[src/rtl/rcsrPkg.sv]
package rcsrPkg;
  localparam int FIELD_W   = 5;
  localparam int FIELD_LSB = 27;

  // field index 4..0 maps to register bits 31..27
  localparam int IDX_POWER   = 4;
  localparam int IDX_SFT_POR = 3;
  localparam int IDX_SFT_XIR = 2;
  localparam int IDX_BTN_POR = 1;
  localparam int IDX_BTN_XIR = 0;

  localparam logic [FIELD_W-1:0] CLR_ON_ONE = 5'b10011;
  localparam logic [FIELD_W-1:0] SET_ON_ONE = 5'b01100;
  localparam logic [FIELD_W-1:0] POWER_VAL  = 5'b10000;

  typedef struct packed {
    logic               loadPower;
    logic               readSel;
    logic [FIELD_W-1:0] clrBits;
    logic [FIELD_W-1:0] setBits;
  } strobeT;
endpackage

[src/rtl/rcsrCtrl.sv]
module rcsrCtrl
  import rcsrPkg::*;
#(
  parameter int                ADDR_W    = 16,
  parameter logic [ADDR_W-1:0] BASE_ADDR = 16'hF020,
  parameter int                CNT_W     = 4
) (
  input  logic               clk,
  input  logic               rstN,
  input  logic               sysRst,
  input  logic               btnPor,
  input  logic               btnXir,
  input  logic [ADDR_W-1:0]  regAddr,
  input  logic               wrEn,
  input  logic [FIELD_W-1:0] wrKey,
  output strobeT             strobe,
  output logic               resetReq,
  output logic               cntZero
);
  localparam logic [CNT_W-1:0] CNT_MAX = {CNT_W{1'b1}};

  logic             wordHit;
  logic             wrHit;
  logic             softPor;
  logic             softXir;
  logic [CNT_W-1:0] rstCnt;
  logic [1:0]       unusedAddr;

  assign unusedAddr = regAddr[1:0];
  assign wordHit = (regAddr[ADDR_W-1:3] == BASE_ADDR[ADDR_W-1:3]) && regAddr[2];
  assign wrHit   = wrEn && wordHit && !sysRst;
  assign softPor = wrHit && wrKey[IDX_SFT_POR];
  assign softXir = wrHit && wrKey[IDX_SFT_XIR] && !wrKey[IDX_SFT_POR];
  assign cntZero = (rstCnt == '0);

  always_comb begin
    strobe           = '0;
    strobe.readSel   = wordHit;
    strobe.loadPower = sysRst && cntZero;
    if (wrHit) begin
      strobe.clrBits = wrKey & CLR_ON_ONE;
      strobe.setBits = wrKey & SET_ON_ONE;
    end
    if (!sysRst) begin
      strobe.setBits[IDX_BTN_POR] = btnPor;
      strobe.setBits[IDX_BTN_XIR] = btnXir;
    end
  end

  always_ff @(posedge clk or negedge rstN) begin
    if (!rstN) begin
      rstCnt   <= '0;
      resetReq <= 1'b0;
    end else begin
      resetReq <= softPor || softXir;
      if (sysRst) begin
        if (rstCnt != CNT_MAX) rstCnt <= rstCnt + 1'b1;
      end else if (softPor) begin
        rstCnt <= '0;
      end
    end
  end
endmodule

[src/rtl/rcsrData.sv]
module rcsrData
  import rcsrPkg::*;
(
  input  logic               clk,
  input  logic               rstN,
  input  strobeT             strobe,
  output logic [FIELD_W-1:0] regField,
  output logic [31:0]        rdData
);
  logic [FIELD_W-1:0] nextField;

  for (genvar i = 0; i < FIELD_W; i++) begin : gBit
    always_comb begin
      if (strobe.loadPower)        nextField[i] = POWER_VAL[i];
      else if (strobe.setBits[i])  nextField[i] = 1'b1;
      else if (strobe.clrBits[i])  nextField[i] = 1'b0;
      else                         nextField[i] = regField[i];
    end
  end

  always_ff @(posedge clk or negedge rstN) begin
    if (!rstN) regField <= '0;
    else       regField <= nextField;
  end

  assign rdData = strobe.readSel ? {regField, {FIELD_LSB{1'b0}}} : 32'h0;
endmodule

[src/rtl/rstCauseReg.sv]
module rstCauseReg
  import rcsrPkg::*;
#(
  parameter int                ADDR_W    = 16,
  parameter logic [ADDR_W-1:0] BASE_ADDR = 16'hF020,
  parameter int                CNT_W     = 4
) (
  input  logic              clk,
  input  logic              rstN,
  input  logic              sysRst,
  input  logic              btnPor,
  input  logic              btnXir,
  input  logic [ADDR_W-1:0] regAddr,
  input  logic              wrEn,
  input  logic [31:0]       wrData,
  output logic [31:0]       rdData,
  output logic              resetReq
);
  strobeT             strobe;
  logic [FIELD_W-1:0] regField;
  logic               cntZero;
  logic               unusedLow;

  assign unusedLow = ^wrData[FIELD_LSB-1:0];

  rcsrCtrl #(.ADDR_W(ADDR_W), .BASE_ADDR(BASE_ADDR), .CNT_W(CNT_W)) uCtrl (
    .clk(clk), .rstN(rstN), .sysRst(sysRst), .btnPor(btnPor), .btnXir(btnXir),
    .regAddr(regAddr), .wrEn(wrEn), .wrKey(wrData[31:FIELD_LSB]),
    .strobe(strobe), .resetReq(resetReq), .cntZero(cntZero)
  );

  rcsrData uData (
    .clk(clk), .rstN(rstN), .strobe(strobe), .regField(regField), .rdData(rdData)
  );
endmodule

[config.mk]
export PLATFORM = sky130hd
export DESIGN_NAME = rstCauseReg
export DESIGN_NICKNAME = d
export VERILOG_FILES = /design/src/rtl/rcsrPkg.sv /design/src/rtl/rcsrCtrl.sv /design/src/rtl/rcsrData.sv /design/src/rtl/rstCauseReg.sv
export SDC_FILE = /design/constraint.sdc
export NUM_CORES = 1
export LEC_CHECK = 0
export ABC_AREA = 0
export BUFFER_PORTS_ARGS = -buffer_cell sky130_fd_sc_hd__buf_2
export CAP_MARGIN = 20
export CORE_UTILIZATION = 34
export DETAILED_ROUTE_END_ITERATION = 8
export GPL_ROUTABILITY_DRIVEN = 1
export HOLD_SLACK_MARGIN = 0.12
export PLACE_DENSITY = 0.79
export SLEW_MARGIN = 30
export SYNTH_ARGS = -nofsm -noshare
export SYNTH_HDL_FRONTEND = slang
export SYNTH_SLANG_ARGS = --single-unit
[constraint.sdc]
create_clock -name clk -period 1.53 [get_ports clk]
set_input_delay 0.153 -clock clk [delete_from_list [all_inputs] [get_ports clk]]
set_output_delay 0.153 -clock clk [all_outputs]
set_load 0.05 [all_outputs]
==> metrics.md, run 1 <==
| Metric | Value |
|---|---|
| Total wire length | 2020 um |
| Vias/cell | 4.62 |
| I/O pins | 87 |
| Fin. Hold Viols | 0 |
| Cells after DPL | 151 |
| Drt pass-1 iters | 4 |
| CTS sink count | 10 |
| Drt wl/cell | 12.7 um |
| Max cap viols | 0 |
| Sequential share of power | 38.0% |
| RR Endpoint | uData.regField[1] |
| Reg2Reg Depth | 5 |
| Fmax | 0.589 GHz |
| Die area | 0.00261 sq mm |
| Net switching power | 495 uW |
| Cell taking the most area after synthesis | dfrtp_1 |
| DRC errors left | 0 |
| Vias in the first global route | 760 |
| Num rows | 17 |
| Worst slack, placed | -0.294 ns |
| Total core area | 0.00223 sq mm |
| Worst path arrival time | 1.54 ns |
| Post-DP HPWL | 1410 um |
| Commonest non-fill, non-tap cell in the layout | conb_1 |
| Failing checks | negative setup slack |
| Final min period | 1.70 ns |
| RSZ-0062 raised after global routing | true |
| Run status | complete, but fails checks |
| FF+latch count, synth | 10 |
| Max rail drop VDD | 0.742 mV |
| Mapped Area | 818 sq um |
| Worst EP required | 1.38 ns |
| PwrDens | 1010 mW/mm^2 |
| Pint | 613 uW |
| CTS tree | built |
| Leakage | 0.588 nW |
| Delay of the slowest critical-path stage | 0.55 ns |
| Filler cells | 223 |
| Fin. max-slew vios | 0 |
| Area fraction of the dominant cell type after synthesis | 30.6% |
| ANT cells | 0 |
| Area grow syn2layout | 34.3% |
| Iter 0 DRT Violations | 10 |
| Clock share of power | 16.4% |
| CTS buffer count | 3 |
| Crit path launch | regAddr[4] |
| Setup CP Type | in2out |
| Area contributors post-synth | dfrtp_1, buf_4, and2_1 |
| Gpl congestion | 0.736 |
| Initial Util | 36.6% |
| First-pass GRT wire length | 3290 um |
| Root Buffer | clkbuf_4 |
| Post-route clock period utilization | 111% |
| CP Launch Type | input port |
| Initial antenna violation count | 0 |
| Worst hold path type | in2reg |
| Post-synthesis cell count | 89 |
| Reg2Reg Setup Slack | 0.15 ns |
| Share of the yosys chip area belonging to registers | 30.6% |
| Crit end category | output port |
| Tot GR Track Use | 17.3% |
| Layout cells sized above 1 | 38.2% |
| Crit path to | rdData[27] |
| Synth cell types | 29 |
| Crit Path Max Fanout | 5 |
| # setup viols final | 5 |
| Final Skew | 0.000524 ns |
| Syn Area/Cell | 9.19 sq um |
| TNS Setup | -0.811 ns |
| Reg-to-Reg Start | uCtrl.rstCnt[0] |
| Clock Tree Buf Depth | 2 |
| Count of input and output buffers | 30 |
| CTS H-tree lvls | 1 |
| Worst skew pair latency | 0.26 ns |
| Detailed-route via count | 735 |
| Pin count of the biggest net entering global routing | 11 |
| Clk slew on worst S/H paths | 0.07 ns |
| Critical-path top delay cell | or4b_4 |
| Synthesis warning total | 0 |
| Sw Ratio | 44.7% |
| Die width | 51.1 um |
| Most frequent cells in the layout | conb_1, buf_2, dfrtp_1, inv_1, buf_4 |
| Grt ovf | 0 |
| Nets | 189 |
| CP Cell Sequence | buf_6 -> or4b_4 -> nor4b_4 -> buf_4 -> and2_4 -> buf_8 |
| Die Y | 51.1 um |
| Setup ws final | -0.167 ns |
| Final antenna-violating net count | 0 |
| Combinational Power Share | 45.7% |
| Post-Layout Cell Count | 159 |
## area by class of cell
type                            count  area [sq um]  share of cell area (%)
Multi-Input combinational cell     72           470                    42.8
Sequential cell                    10           250                    22.8
Tap cell                           28          35.0                    3.19
Clock buffer                        3          22.5                    2.05
Timing Repair Buffer               40           298                    27.1
Inverter                            6          22.5                    2.05
## power groups by stage
stage | registers, mW | clock network, mW | logic, mW
after CTS | 0.412 | 0.185 | 0.493
after detailed placement | 0.415 | 0 | 0.478
after floorplan | 0.397 | 0 | 0.441
after global placement | 0.409 | 0 | 0.451
after global routing | 0.433 | 0.206 | 0.554
final | 0.420 | 0.181 | 0.506
## stage by stage
stage | util, % | instance area, sq um | power, mW | hold slack, ns
after floorplan | - | 922 | 0.838 | -0.143
after global placement | 42.2 | 942 | 0.861 | 0.0269
after detailed placement | 42.2 | 942 | 0.893 | 0.0344
after CTS | 48.7 | 1090 | 1.09 | 0.122
after global routing | 49.2 | 1100 | 1.19 | 0.139
final | 49.2 | 1100 | 1.11 | 0.117
## metal layers
layer	up-vias	share of wire (%)	global-route usage, %
met1	360	37	17.6
met5	-	0	0
met3	4	4.0	3.87
li1	344	-	-
met2	27	56	31.8
met4	0	2.4	10.2
## synth_stat cells (all sizes together)
| cell | instances |
|---|---|
| buf | 27 |
| nor4b | 1 |
| nor4 | 1 |
| nor2b | 1 |
| nand3 | 2 |
| nor2 | 1 |
| nor3 | 2 |
| nand2b | 1 |
| a21oi | 3 |
| dfrtp | 10 |
| or4b | 3 |
| o211ai | 2 |
| inv | 6 |
| a32oi | 3 |
| o21ai | 4 |
| xor2 | 1 |
| mux2 | 1 |
| conb | 1 |
| and3 | 1 |
| ha | 2 |
| a211oi | 1 |
| nand2 | 4 |
| nand4bb | 1 |
| nand4 | 1 |
| and2 | 5 |
| a311oi | 1 |
| o21a | 1 |
| a22o | 2 |
## flip-flops by register name, indices dropped and copies added (netlist names)
name	count
uCtrl.rstCnt	4
uData.regField	5
uCtrl.resetReq	1
## what timing repair did
| action | CTS | global route |
|---|---|---|
| hold buffers | 4 | 0 |
| endpoints found under the setup margin | 5 | 7 |
| buffers inserted | 1 | 0 |
| endpoints found under the hold margin | 13 | 0 |
| gates resized for setup | 23 | 2 |
| pin swaps | 7 | 1 |
## cell families after synthesis
logic type                 synth area share [%]
AOI/OAI and AO/OA                          14.4
xor gates and xnor gates                   1.07
adders and majority gates                  3.06
buffers and inverters                      27.5
DFF                                        30.6
muxes                                      1.38
other                                     0.458
and+or+nand+nor                            21.6
## critical path: cells and delay by family
kind | cells | cell delay, ns
buffers and inverters | 3 | 0.41
AND/OR/NAND/NOR | 3 | 0.98
## how the worst min path moves through the flow
| stage | from | end | slack [ns] | cells after the start |
|---|---|---|---|---|
| 2_1_floorplan | rstN | uCtrl.resetReq | -0.14 | 0 |
| 3_3_place_gp | rstN | uCtrl.rstCnt[2] | 0.03 | 1 |
| 3_5_place_dp | rstN | uCtrl.rstCnt[2] | 0.03 | 1 |
| 4_1_cts | btnPor | uData.regField[1] | 0.12 | 3 |
| 5_1_grt | wrData[30] | uCtrl.rstCnt[1] | 0.14 | 2 |
| 6_report | btnPor | uData.regField[1] | 0.12 | 3 |
No activity file was read; power rests on OpenSTA's default activity.
==> run 2: changes to the inputs <==
BUFFER_PORTS_ARGS = unset   (was -buffer_cell sky130_fd_sc_hd__buf_2)
CORE_UTILIZATION = 60   (was 34)
DONT_BUFFER_PORTS = 1   (was unset)
PLACE_DENSITY = 0.76   (was 0.79)
==> metrics.md, run 2 (synthesis gave the netlist of run 1 again) <==
| Metric | Value |
|---|---|
| PwrDens | 1240 mW/mm^2 (+23%) |
| Final antenna-violating net count | 0 (unchanged) |
| First-pass GRT wire length | 2200 um (-33%) |
| Buf+Inv Stages, Crit Path | 1 (-2) |
| Setup CP Type | in2out |
| RSZ-0062 raised after global routing | true |
| I/O pins | 87 (unchanged) |
| Root Buffer | clkbuf_4 |
| DRC errors left | 0 (unchanged) |
| Delay of the slowest critical-path stage | 0.54 ns (about the same) |
| Clock Tree Buf Depth | 2 (unchanged) |
| Fin. Hold Viols | 0 (unchanged) |
| Initial antenna violation count | 0 (unchanged) |
| Layout cells sized above 1 | 18.3% (-20 points) |
| Total core area | 0.00119 sq mm (-47%) |
| ANT cells | 0 (unchanged) |
| Leakage | 0.463 nW (-21%) |
| Die Y | 38.9 um (-24%) |
| Final min period | 1.52 ns (-0.181 ns) |
| Vias in the first global route | 525 (-31%) |
| Max cap viols | 0 (unchanged) |
| Crit Path Max Fanout | 5 (unchanged) |
| Max rail drop VDD | 0.686 mV (-7.6%) |
| Gpl congestion | 0.692 (-6.0%) |
| # setup viols final | 0 (-5) |
| Largest Register | uData.regField |
| Count of input and output buffers | 0 (-100%) |
| Run status | finished clean |
| Setup ws final | 0.0137 ns (+0.181 ns) |
| Total power | 1.12 mW (+1.6%) |
| Delay-heaviest family, CP | simple AND/OR/NAND/NOR gates |
| Die width | 38.9 um (-24%) |
| CP Launch Type | input port |
| Post-route clock period utilization | 99.1% (-12 points) |
| Largest registers | uData.regField: 5 flops, uCtrl.rstCnt: 4 flops, uCtrl.resetReq: 1 flops |
| Final Skew | 0.00387 ns (+0.00334 ns) |
| Commonest non-fill, non-tap cell in the layout | conb_1 |
| Util after Layout | 76.5% (+27 points) |
| Worst slack, placed | -0.0325 ns (+0.262 ns) |
| Tot GR Track Use | 21.8% (+4.5 points) |
| Fin. max-slew vios | 0 (unchanged) |
| Area grow syn2layout | 10.9% |
| Detailed-route via count | 620 (-16%) |
| CTS tree | built |
| Num rows | 12 (-5) |
| Crit end category | output port |
| Post-DP HPWL | 1180 um (-17%) |
| Number of flip-flops in the largest register | 5 (unchanged) |
| Critical-path top delay cell | or4b_4 |
| Clk slew on worst S/H paths | 0.08 ns (about the same) |
| Vias/cell | 5.25 (+14%) |
| Die area | 0.00152 sq mm (-42%) |
| Pin count of the biggest net entering global routing | 11 (unchanged) |
| CTS H-tree lvls | 1 (unchanged) |
| Worst skew pair latency | 0.26 ns (about the same) |
| Post-CTS Setup Inserts | 0 (-1) |
| CTS sink count | 10 (unchanged) |
| Grt ovf | 0 (unchanged) |
| Iter 0 DRT Violations | 19 (+9) |
| Worst hold margin | 0.131 ns (+0.0147 ns) |
| Worst EP required | 1.38 ns (about the same) |
| Fmax | 0.659 GHz (+12%) |
| Nets | 161 (-15%) |
| Total wire length | 1680 um (-17%) |
| Most frequent cells in the layout | conb_1, dfrtp_1, dlygate4sd3_1, inv_1, and2_4 |
| CTS buffer count | 3 (unchanged) |
| Drt wl/cell | 14.2 um (+12%) |
| Worst hold path type | in2reg |
| Drt pass-1 iters | 4 (unchanged) |
| Initial Util | 69.0% (+32 points) |
| Worst path arrival time | 1.36 ns (-0.18 ns) |
| CP Cell Sequence | or4b_4 -> nor4b_4 -> buf_4 -> and2_4 |
==> run 2: power by group <==
part / switching (mW) / total, mW / leakage [nW] / internal, mW
registers: 0.0827 / 0.415 / 0.114 / 0.332
logic: 0.296 / 0.465 / 0.327 / 0.169
clock network: 0.101 / 0.245 / 0.0210 / 0.144
==> run 2: metal layers <==
metal	track usage, %	routed length (um)
met1	26.0	711
met2	38.3	855
met3	5.78	110
met4	5.17	0
met5	0	0
==> run 2: timing repair <==
action | CTS | global route
pin swaps | 0 | 1
hold buffers | 8 | 0
endpoints found under the hold margin | 19 | 0
gates resized for setup | 0 | 8
endpoints found under the setup margin | 5 | 6
==> run 2: per-stage QoR <==
stage / instance area (sq um) / TNS (ns) / std cells
5_1_grt: 907 / -0.0801 / 118
2_1_floorplan: 922 / -0.144 / 115
4_1_cts: 883 / -0.185 / 118
3_5_place_dp: 767 / -0.141 / 106
3_3_place_gp: 767 / -0.144 / 106
6_report: 907 / 0 / 118
==> run 2: final cells by class <==
type,count,area [sq um]
sequential,10,250
clock buffer,4,36.3
inverter,6,22.5
tap,14,17.5
fill,101,279
timing repair buffer,12,110
multi-input combinational,72,470
==> run 2: worst min-delay path: cells and delay by family <==
family           cells  cell delay (ns)
AND/OR/NAND/NOR      2             0.14
AO/OA/AOI/OAI        1             0.07
==> run 2: final timing paths <==
check | startpoint | end | slack, ns | cells past startpoint
max | regAddr[4] | rdData[29] | 0.01 | 4
min | sysRst | uCtrl.rstCnt[2] | 0.13 | 3
max reg2reg | uCtrl.rstCnt[0] | uData.regField[0] | 0.13 | 5
min reg2reg | uData.regField[2] | uData.regField[2] | 0.53 | 1
max in group asynchronous | rstN | uCtrl.rstCnt[1] | 0.92 | 1
min in group asynchronous | rstN | uCtrl.rstCnt[2] | 0.28 | 1
==> run 3: changes to the inputs <==
SLEW_MARGIN = 15   (was 30)
SYNTH_HIERARCHICAL = 1   (was unset)
==> metrics.md, run 3 <==
| Metric | Value |
|---|---|
| Layout cells sized above 1 | 14.8% (-3.5 points) |
| Area grow syn2layout | 9.38% |
| Fmax | 0.730 GHz (+11%) |
| Run status | finished clean |
| Total wire length | 1710 um (+2.1%) |
| PwrDens | 1110 mW/mm^2 (-10%) |
| Grt ovf | 0 (unchanged) |
| CTS buffer count | 3 (unchanged) |
| Worst Hold Depth | 3 (unchanged) |
| Hold wc startpoint | btnXir |
| Count of input and output buffers | 0 (unchanged) |
| Buf+Inv Stages, Crit Path | 1 (unchanged) |
| Area contributors post-synth | dfrtp_1, buf_4, and2_1 |
| CTS tree | built |
| CTS H-tree lvls | 1 (unchanged) |
| Hold EP | uData/regField[0] |
| Worst skew pair latency | 0.27 ns (about the same) |
| Setup CP Type | reg2reg |
| Reg2Reg Depth | 5 (unchanged) |
| Reg-to-Reg Start | uCtrl/rstCnt[0] |
| Iter 0 DRT Violations | 20 (+1) |
| Post-synthesis cell count | 110 (+24%) |
| Area fraction of the dominant cell type after synthesis | 27.2% (-3.4 points) |
| Clk slew on worst S/H paths | 0.08 ns (about the same) |
| Fraction of the mapped netlist area in simple logic gates | 26.8% (+5.2 points) |
| Synth cell types | 31 (+6.9%) |
| Final min period | 1.37 ns (-0.147 ns) |
| TNS Setup | 0 ns (unchanged) |
| Delay-heaviest family, CP | simple AND/OR/NAND/NOR gates |
| Die width | 41.2 um (+5.8%) |
| Mapped Area | 921 sq um (+13%) |
| Root Buffer | clkbuf_4 |
| Num rows | 13 (+1) |
| Vias/cell | 5.13 (-2.3%) |
| Main flop type after synthesis | dfrtp_1 |
| ANT cells | 0 (unchanged) |
| Cell taking the most area after synthesis | dfrtp_1 |
| Synthesis warning total | 6 (+6) |
| Final Skew | 0.00720 ns (+0.00334 ns) |
| Nets | 179 (+11%) |
| Initial antenna violation count | 0 (unchanged) |
| Post-synthesis mux area share | 1.22% (-0.15 points) |
| Synth Area in XOR/XNOR | 0.951% (-0.12 points) |
| Most frequent cells in the layout | conb_1, dfrtp_1, inv_1 |
| FF+latch count, synth | 10 (unchanged) |
| Clock Tree Buf Depth | 2 (unchanged) |
| Adder-Cell Fraction of Synth Area | 2.72% (-0.34 points) |
| Reg2Reg Setup Slack | 0.16 ns (+0.03 ns) |
| Leakage | 0.485 nW (+4.7%) |
| Crit Path Max Fanout | 5 (unchanged) |
| Delay of the slowest critical-path stage | 0.44 ns (-0.10 ns) |
| Share of the yosys chip area belonging to registers | 27.2% (-3.4 points) |
| Max cap viols | 0 (unchanged) |
| Synth Area in Compound Gates | 10.1% (-4.3 points) |
| Crit end category | register |
| Fin. Hold Viols | 0 (unchanged) |
| First-pass GRT wire length | 2450 um (+11%) |
| RSZ-0062 raised after global routing | false |
| Worst EP required | 1.68 ns (+0.30 ns) |
| Most numerous cell in the Yosys netlist | buf_4 |
| Post-route clock period utilization | 89.5% (-9.6 points) |
| CP Cell Sequence | inv_1 -> ha_1 -> nor3b_1 -> and2_1 -> a21oi_1 |
| Die area | 0.00170 sq mm (+12%) |
| Initial Util | 67.4% (-1.6 points) |
| Worst hold path type | in2reg |
| Gpl congestion | 0.849 (+23%) |
| Largest registers | uData/regField: 5 flops, uCtrl/rstCnt: 4 flops, uCtrl/resetReq: 1 flops |
| Worst path arrival time | 1.52 ns (+0.16 ns) |
| Largest Register | uData/regField |
| Pin count of the biggest net entering global routing | 11 (unchanged) |
| Async SR Flop Fraction | 100% (unchanged) |
| Fin. max-slew vios | 0 (unchanged) |
| Final antenna-violating net count | 0 (unchanged) |
| Number of flip-flops in the largest register | 5 (unchanged) |
| Drt pass-1 iters | 4 (unchanged) |
| Total core area | 0.00137 sq mm (+15%) |
| Detailed-route via count | 703 (+13%) |
| Critical-path top delay cell | dfrtp_1 |
| Max rail drop VDD | 0.668 mV (-2.6%) |
| # setup viols final | 0 (unchanged) |
| Vias in the first global route | 580 (+10%) |
| Commonest non-fill, non-tap cell in the layout | conb_1 |
| Total power | 1.12 mW (-0.17%) |
| Number of enable flip-flop cells after synthesis | 0 (unchanged) |
| Main combinational cell family by area after synthesis | buffers and inverters |
| RR Endpoint | uData/regField[3] |
| Post-DP HPWL | 1170 um (-0.26%) |
| CTS sink count | 10 (unchanged) |
| Post-synth top cells | buf_4, dfrtp_1, inv_1 |
| I/O pins | 87 (unchanged) |
| CP Launch Type | register |
| DRC errors left | 0 (unchanged) |
| Syn Area/Cell | 8.37 sq um (-8.9%) |
| Tot GR Track Use | 23.1% (+1.3 points) |
| Die Y | 41.2 um (+5.8%) |
| Drt wl/cell | 12.5 um (-12%) |
[run 3: cell count changes in the layout (fill, tap and decap cells not counted), moves of 3 or more]
cell	change
and2_1	+6
and2_2	+5
and2_4	-5
buf_12	+5
nand2b_1	+4
a21oi_1	+3
a32oi_1	-3
conb_1	+3
nor2b_1	+3
[run 3: what timing repair did]
| action | 4_1_cts | 5_1_grt |
|---|---|---|
| endpoints found under the setup margin | 0 | 0 |
| resized for setup | 0 | 0 |
| hold endpoints to repair | 18 | 0 |
| buffers inserted | 0 | 0 |
| hold buffers | 6 | 0 |
[run 3: cell families after synthesis]
| logic type | after synthesis |
|---|---|
| buffers and inverters | 41 |
| and+or+nand+nor | 38 |
| AOI/OAI and AO/OA | 15 |
| DFF | 10 |
| adders and majority gates | 2 |
| other | 2 |
| xor gates and xnor gates | 1 |
| muxes | 1 |
[run 3: how the worst max path moves through the flow]
stage,from,endpoint,cells past startpoint
after floorplan,regAddr[4],rdData[27],5
after global placement,uCtrl/rstCnt[0],uData/regField[4],6
after detailed placement,uCtrl/rstCnt[0],uData/regField[4],6
after CTS,uCtrl/rstCnt[0],uData/regField[2],5
after global routing,uCtrl/rstCnt[0],uData/regField[4],6
final,uCtrl/rstCnt[0],uData/regField[3],5
[run 3: stage by stage]
stage	std cells	util (%)	hold WS (ns)	cell area [sq um]	worst slack [ns]
after detailed placement	127	66.7	-0.142	911	0.241
after CTS	137	73.7	0.133	1010	0.182
after global placement	127	66.7	-0.142	911	0.261
final	137	73.7	0.141	1010	0.161
after global routing	137	73.7	0.148	1010	0.0417
after floorplan	138	-	-0.143	1030	0.222
[run 3: layer usage]
metal / track usage [%] / vias to the layer above / wire, um
li1: - / 322 / -
met1: 25.1 / 316 / 627
met2: 43.8 / 61 / 901
met3: 3.26 / 4 / 161
met4: 9.68 / 0 / 22
met5: 0 / - / 0
[run 3: where the power goes]
group          total, mW  switching, mW  internal, mW  leakage [nW]
clock              0.248          0.104         0.145        0.0210
sequential         0.415         0.0849         0.330         0.113
combinational      0.460          0.296         0.164         0.350
[run 3: worst reg2reg max path, delay by kind of cell (launching register included)]
family          cells  cell delay (ns)
flops               1             0.44
compound gates      1             0.08
simple gates        2             0.48
fa+ha+maj           1             0.14
buf+inv             1             0.11
[run 3: layout make-up]
cell class / count / area (sq um)
clock buffers: 4 / 36.3
well taps: 15 / 18.8
multi-input cells: 87 / 497
flip-flops and latches: 10 / 250
inverters: 8 / 30.0
fillers: 97 / 359
repair buffers: 13 / 175
